### src/rtl/smb_scl_pkg.sv
package smb_scl_pkg;

    localparam int unsigned SRC_COUNT = 4;
    localparam int unsigned PH_CNT_W  = 2;

    typedef enum logic [1:0] {
        PH_IDLE = 2'd0,
        PH_LOW  = 2'd1,
        PH_REL  = 2'd2,
        PH_HIGH = 2'd3
    } scl_phase_e;

    // Phase context: current phase, overflow count inside it,
    // first-cycle marker and "an overflow was already seen" marker.
    typedef struct packed {
        scl_phase_e            ph;
        logic [PH_CNT_W-1:0]   cnt;
        logic                  fresh;
        logic                  tick_seen;
    } scl_ctx_t;

    typedef struct packed {
        logic low_fresh;
        logic low_tick1;
        logic high_tick1;
    } scl_evt_t;

    localparam scl_ctx_t CTX_IDLE = '{ph: PH_IDLE, cnt: '0, fresh: 1'b0, tick_seen: 1'b0};

    // Overflow count a low phase must hold before release.
    function automatic logic [PH_CNT_W-1:0] low_need(input logic ext);
        return ext ? PH_CNT_W'(2) : PH_CNT_W'(1);
    endfunction

    // Enter the low phase; an entry on an overflow already counts one interval.
    function automatic scl_ctx_t enter_low(input logic aligned);
        scl_ctx_t c;
        c.ph        = PH_LOW;
        c.cnt       = aligned ? PH_CNT_W'(1) : '0;
        c.fresh     = 1'b1;
        c.tick_seen = 1'b0;
        return c;
    endfunction

    function automatic scl_ctx_t enter_plain(input scl_phase_e p);
        scl_ctx_t c;
        c.ph        = p;
        c.cnt       = '0;
        c.fresh     = 1'b0;
        c.tick_seen = 1'b0;
        return c;
    endfunction

endpackage

### src/rtl/smb_tick_sel.sv
module smb_tick_sel
    import smb_scl_pkg::*;
#(
    parameter int unsigned N = SRC_COUNT,
    localparam int unsigned SEL_W = (N > 1) ? $clog2(N) : 1
) (
    input  logic [N-1:0]     ovf_i,
    input  logic [SEL_W-1:0] sel_i,
    input  logic             master_en_i,
    input  logic             free_to_en_i,
    output logic             tick_o
);

    logic [N-1:0] hit;

    for (genvar gi = 0; gi < N; gi++) begin : g_src
        assign hit[gi] = ovf_i[gi] && (sel_i == SEL_W'(gi));
    end

    assign tick_o = (master_en_i || free_to_en_i) && (|hit);

endmodule

### src/rtl/smb_scl_phase.sv
module smb_scl_phase
    import smb_scl_pkg::*;
(
    input  logic       clk,
    input  logic       rst,
    input  logic       master_en_i,
    input  logic       ext_hold_i,
    input  logic       tick_i,
    input  logic       scl_in_i,
    output scl_phase_e ph_o,
    output scl_evt_t   evt_o
);

    scl_ctx_t ctx, ctx_nx;
    scl_evt_t evt;

    always_comb begin
        ctx_nx = ctx;
        evt    = '0;
        if (!master_en_i) begin
            ctx_nx = CTX_IDLE;
        end else begin
            unique case (ctx.ph)
                PH_IDLE: ctx_nx = enter_low(1'b0);
                PH_LOW: begin
                    ctx_nx.fresh  = 1'b0;
                    evt.low_fresh = ctx.fresh;
                    if (tick_i) begin
                        evt.low_tick1     = !ctx.tick_seen;
                        ctx_nx.tick_seen  = 1'b1;
                        if (ctx.cnt >= low_need(ext_hold_i))
                            ctx_nx = enter_plain(PH_REL);
                        else
                            ctx_nx.cnt = ctx.cnt + PH_CNT_W'(1);
                    end
                end
                PH_REL: begin
                    if (scl_in_i)
                        ctx_nx = enter_plain(PH_HIGH);
                end
                PH_HIGH: begin
                    if (tick_i && (ctx.cnt != '0)) begin
                        ctx_nx = enter_low(1'b1);
                    end else if (!scl_in_i) begin
                        ctx_nx = enter_low(1'b0);
                    end else if (tick_i) begin
                        ctx_nx.cnt     = PH_CNT_W'(1);
                        evt.high_tick1 = 1'b1;
                    end
                end
                default: ctx_nx = CTX_IDLE;
            endcase
        end
    end

    always_ff @(posedge clk) begin
        if (rst) ctx <= CTX_IDLE;
        else     ctx <= ctx_nx;
    end

    assign ph_o  = ctx.ph;
    assign evt_o = evt;


    idle_on_disable_chk: assert property (@(posedge clk) disable iff (rst)
        !master_en_i |=> (ctx.ph == PH_IDLE));


    release_on_tick_chk: assert property (@(posedge clk) disable iff (rst)
        (ctx.ph == PH_REL && $past(ctx.ph) == PH_LOW) |-> ($past(tick_i) && $past(ctx.cnt) != '0));


    high_needs_line_chk: assert property (@(posedge clk) disable iff (rst)
        (ctx.ph == PH_HIGH) |-> $past(scl_in_i));


    low_from_high_chk: assert property (@(posedge clk) disable iff (rst)
        (ctx.ph == PH_LOW && $past(ctx.ph) == PH_HIGH) |-> ($past(tick_i) || !$past(scl_in_i)));

endmodule

### src/rtl/smb_sda_strobe.sv
module smb_sda_strobe
    import smb_scl_pkg::*;
(
    input  logic     clk,
    input  logic     rst,
    input  logic     ext_hold_i,
    input  scl_evt_t evt_i,
    output logic     change_o,
    output logic     sample_o
);

    always_ff @(posedge clk) begin
        if (rst) begin
            change_o <= 1'b0;
            sample_o <= 1'b0;
        end else begin
            change_o <= ext_hold_i ? evt_i.low_tick1 : evt_i.low_fresh;
            sample_o <= evt_i.high_tick1;
        end
    end


    sample_single_chk: assert property (@(posedge clk) disable iff (rst)
        sample_o |=> !sample_o);

endmodule

### src/rtl/smb_scl_gen.sv
module smb_scl_gen
    import smb_scl_pkg::*;
#(
    parameter int unsigned SRC_N = SRC_COUNT,
    localparam int unsigned SEL_W = (SRC_N > 1) ? $clog2(SRC_N) : 1
) (
    input  logic             clk,
    input  logic             rst,
    input  logic [SRC_N-1:0] ovf_strobe,
    input  logic [SEL_W-1:0] src_sel,
    input  logic             master_en,
    input  logic             free_to_en,
    input  logic             ext_hold_en,
    input  logic             scl_in,
    output logic             scl_drive_low,
    output logic             sda_change_stb,
    output logic             sda_sample_stb,
    output logic             src_tick
);

    scl_phase_e ph;
    scl_evt_t   evt;
    logic       tick;

    smb_tick_sel #(.N(SRC_N)) u_sel (
        .ovf_i        (ovf_strobe),
        .sel_i        (src_sel),
        .master_en_i  (master_en),
        .free_to_en_i (free_to_en),
        .tick_o       (tick)
    );

    smb_scl_phase u_phase (
        .clk         (clk),
        .rst         (rst),
        .master_en_i (master_en),
        .ext_hold_i  (ext_hold_en),
        .tick_i      (tick),
        .scl_in_i    (scl_in),
        .ph_o        (ph),
        .evt_o       (evt)
    );

    smb_sda_strobe u_strobe (
        .clk        (clk),
        .rst        (rst),
        .ext_hold_i (ext_hold_en),
        .evt_i      (evt),
        .change_o   (sda_change_stb),
        .sample_o   (sda_sample_stb)
    );

    assign scl_drive_low = (ph == PH_LOW) && master_en;
    assign src_tick      = tick;


    change_after_low_chk: assert property (@(posedge clk) disable iff (rst)
        sda_change_stb |-> $past(scl_drive_low));


    sample_while_released_chk: assert property (@(posedge clk) disable iff (rst)
        sda_sample_stb |-> !scl_drive_low);


    quiet_when_off_chk: assert property (@(posedge clk) disable iff (rst)
        (!master_en && !free_to_en) |-> !src_tick);

endmodule

### config.mk
export PLATFORM = sky130hd
export DESIGN_NAME = smb_scl_gen
export DESIGN_NICKNAME = d
export VERILOG_FILES = /design/src/rtl/smb_scl_pkg.sv /design/src/rtl/smb_tick_sel.sv /design/src/rtl/smb_scl_phase.sv /design/src/rtl/smb_sda_strobe.sv /design/src/rtl/smb_scl_gen.sv
export SDC_FILE = /design/constraint.sdc
export NUM_CORES = 1
export LEC_CHECK = 0
export ABC_AREA = 1
export BUFFER_PORTS_ARGS = -buffer_cell sky130_fd_sc_hd__buf_4
export CAP_MARGIN = 15
export CORE_MARGIN = 1
export CORE_UTILIZATION = 45
export CTS_CLUSTER_SIZE = 20
export DETAILED_ROUTE_END_ITERATION = 8
export GPL_ROUTABILITY_DRIVEN = 0
export PLACE_DENSITY = 0.84
export SLEW_MARGIN = 20
export SYNTH_ARGS = -nofsm -noshare
export SYNTH_HDL_FRONTEND = slang
export SYNTH_SLANG_ARGS = --single-unit
### constraint.sdc
create_clock -name clk -period 1.39 [get_ports clk]
set_input_delay 0.2085 -clock clk [delete_from_list [all_inputs] [get_ports clk]]
set_output_delay 0.2085 -clock clk [all_outputs]
set_load 0.05 [all_outputs]
==> summary.md <==
| Metric | Value |
|---|---|
| Starting DRT DRC Count | 19 |
| Drt first pass iters | 5 |
| Fin. max-slew vios | 0 |
| Critical Path Stages | 5 |
| DR DRC count | 0 |
| Site Rows | 13 |
| Top Ports | 16 |
| Total gr overflow | 0 |
| Fin util | 66.44% |
| Most common cell after layout, fill and taps aside | nand2_1 |
| Yosys reg bits | 8 |
| # setup viols final | 0 |
| CP max FO | 6 |
| Fin Clk Skew | 0.002939 ns |
| Num CTS Buffers | 3 |
| Starting Density | 48.17% |
| Die Width | 39.32 um |
| WP data required | 1.18 ns |
| H-tree depth | 1 |
| Hold slack final | 0.2450 ns |
| Mux cell area share after synthesis | 0% |
| Worst setup SP type | flop |
| CTS clk-pin slew, worst paths | 0.06 ns |
| Pre-CTS WS | -0.03689 ns |
| CP delay by family, top | flip-flops |
| Syn-to-layout area delta | 37.92% |
| Most frequent cells in the layout | nand2_1, inv_1, buf_4 |
| Core Area | 0.001301 mm^2 |
| Die area | 0.001546 mm^2 |
| Nets | 132 |
| Number of diodes | 0 |
| Compound-Gate Fraction of Synth Area | 14.17% |
| PortBufs | 15 |
| Unique cell type count in the Yosys netlist | 19 |
| Fin worst setup slack | 0.03122 ns |
| GRT Util Overall | 19.53% |
| Seq/Total Area, Yosys | 25.55% |
| Max-cap violations | 0 |
| Post-Syn Nets | 109 |
| Die Ht | 39.32 um |
| Worst-skew pair later-pin latency | 0.25 ns |
| RSZ-0062 raised after global routing | yes |
| Status | complete, no violations |
| Final Non-Filler Cells | 126 |
| Placed wire-length estimate | 1.041 mm |
| Routed wire length | 1.420 mm |
| Placed Instances | 123 |
| Mapped Cells | 90 |
| Hold path cells | 4 |
| Mapped Area | 626.9 um^2 |
| Postcts setup bufs | 0 |
| WP data arrival | 1.15 ns |
| Initial antenna violation count | 0 |
| Avg WL per Cell | 11.27 um |
| Vias in the first global route | 524 |
| Worst Hold Class | input pin to flop |
| Via count | 611 |
| Fin crit share | 97.75% |
| Adder-cell area share of the yosys netlist | 13.97% |
| Ys Warns | 0 |
| Crit. End Element | output port |
| Clk root buf | clkbuf_4 |
| Largest net degree at the start of global routing | 8 |
| CP Cell Sequence | inv_2 -> ha_4 -> nand2_1 -> inv_1 -> buf_6 |
| First-pass GRT wire length | 2.056 mm |
| CTS sink cnt | 8 |
| Leakage | 0.4471 nW |
| Clock Tree Buf Depth | 2 |
| Final TNS setup | 0 ns |
| Power Dens Cells | 726.4 mW/mm^2 |
| TritonCTS clock tree | yes |
| Critical path type | flop to output port |
| R2R depth | 8 |
| Largest family of logic cells by synthesized area | simple AND/OR/NAND/NOR gates |
| Via/cell ratio | 4.849 |
| Area fraction in and, or, nand and nor cells after synthesis | 33.73% |
| WP buf/inv | 3 |
| Worst vdd ir | 0.0005447 V |
| Syn avg cell area | 6.965 um^2 |
| Min Tclk post-route | 1.359 ns |
| CTS Hold Bufs | 0 |
| Crit-path slowest cell | dfxtp_1 |
| Final Hold Vio Count | 0 |
| Antenna-violating nets left | 0 |
| Slew @ Worst Pin | 0.2486 ns |
| Worst path max stage delay | 0.38 ns |
| Layout cell share with drive strength beyond 1 | 40.54% |
| Layout fillers | 110 |
| Xor-xnor portion of the synthesized cell area | 0% |
| F_max | 736.0 MHz |
| Slew headroom | 83.37% |
final timing paths:
kind	end	slack, ns	from
worst max-delay path	scl_drive_low	0.03	u_phase.ph_o[1]
worst min-delay path	u_phase.ph_o[1]	0.24	rst
worst max register to register	u_phase.ph_o[1]	0.07	u_phase.ctx[3]
worst min register to register	u_phase.ctx[0]	0.47	u_phase.ctx[0]
state kept, by name, summed over array words and instances (netlist names):
register / count
u_phase.ctx: 4
u_phase.ph_o: 2
u_strobe.change_o: 1
u_strobe.sample_o: 1
through the flow:
stage	cell area, um^2	power (mW)
after global routing	864.6	0.6635
after detailed placement	780.7	0.4268
final	864.6	0.6280
after floorplan	626.9	0.3685
after global placement	780.7	0.4211
after CTS	840.8	0.6203
synth_stat cells:
cell type  count  area share, %
nor3_1         1           0.80
inv_1         21             13
dfxtp_1        8             26
o21ai_2        1            1.4
a21oi_1        7            5.6
ha_1           7             14
nand2_1       20             12
o21ai_0        3            2.4
nor4_1         1            1.0
nand3_1        5            4.0
nand3_2        3            4.8
o2111a_1       1            1.8
or2_4          1            1.4
nand3_4        1            2.8
nand4_1        2            2.0
nor2_1         5            3.0
nand2_2        1            1.0
o21bai_4       1            3.0
and2_1         1            1.0
cells by family (layout without fill, tap and decap cells):
group	after synthesis	after routing
buffers and inverters	21	42
DFF	8	8
AOI/OAI and AO/OA	13	13
and+or+nand+nor	41	41
adders and majority gates	7	7
area by class of cell:
cell class	instances	area [um^2]	area share, %
Tap cell	15	18.77	2.171
Timing Repair Buffer	18	138.9	16.06
Inverter	21	78.83	9.117
Multi-Input combinational cell	61	441.7	51.09
Clock buffer	3	22.52	2.605
Sequential cell	8	163.9	18.96
layer usage:
metal / vias up / GRT usage (%) / routed length (um) / share of wire (%)
met3: 0 / 6.818 / 47 / 3.3
li1: 329 / - / - / -
met2: 9 / 33.75 / 771 / 54
met5: - / 0 / 0 / 0
met4: 0 / 2.586 / 0 / 0
met1: 273 / 23.55 / 601 / 42
worst register-to-register path, delay by kind of cell (launching register included):
kind            cells  cell delay (ns)
simple gates        5             0.44
compound gates      2             0.20
fa+ha+maj           1             0.28
flops               1             0.34
report_power, final:
| part | total (mW) | leakage (nW) | switching [mW] | internal, mW |
|---|---|---|---|---|
| combinational | 0.204 | 0.367 | 0.113 | 0.0906 |
| clock | 0.177 | 0.0138 | 0.0782 | 0.0988 |
| sequential | 0.247 | 0.0664 | 0.00860 | 0.239 |
| total | 0.628 | 0.447 | 0.200 | 0.428 |
repair_timing:
action / CTS / global route
resized for setup: 11 / 9
setup endpoints to repair: 5 / 7
pin swaps: 3 / 5
(Power assumes the default switching activity.)
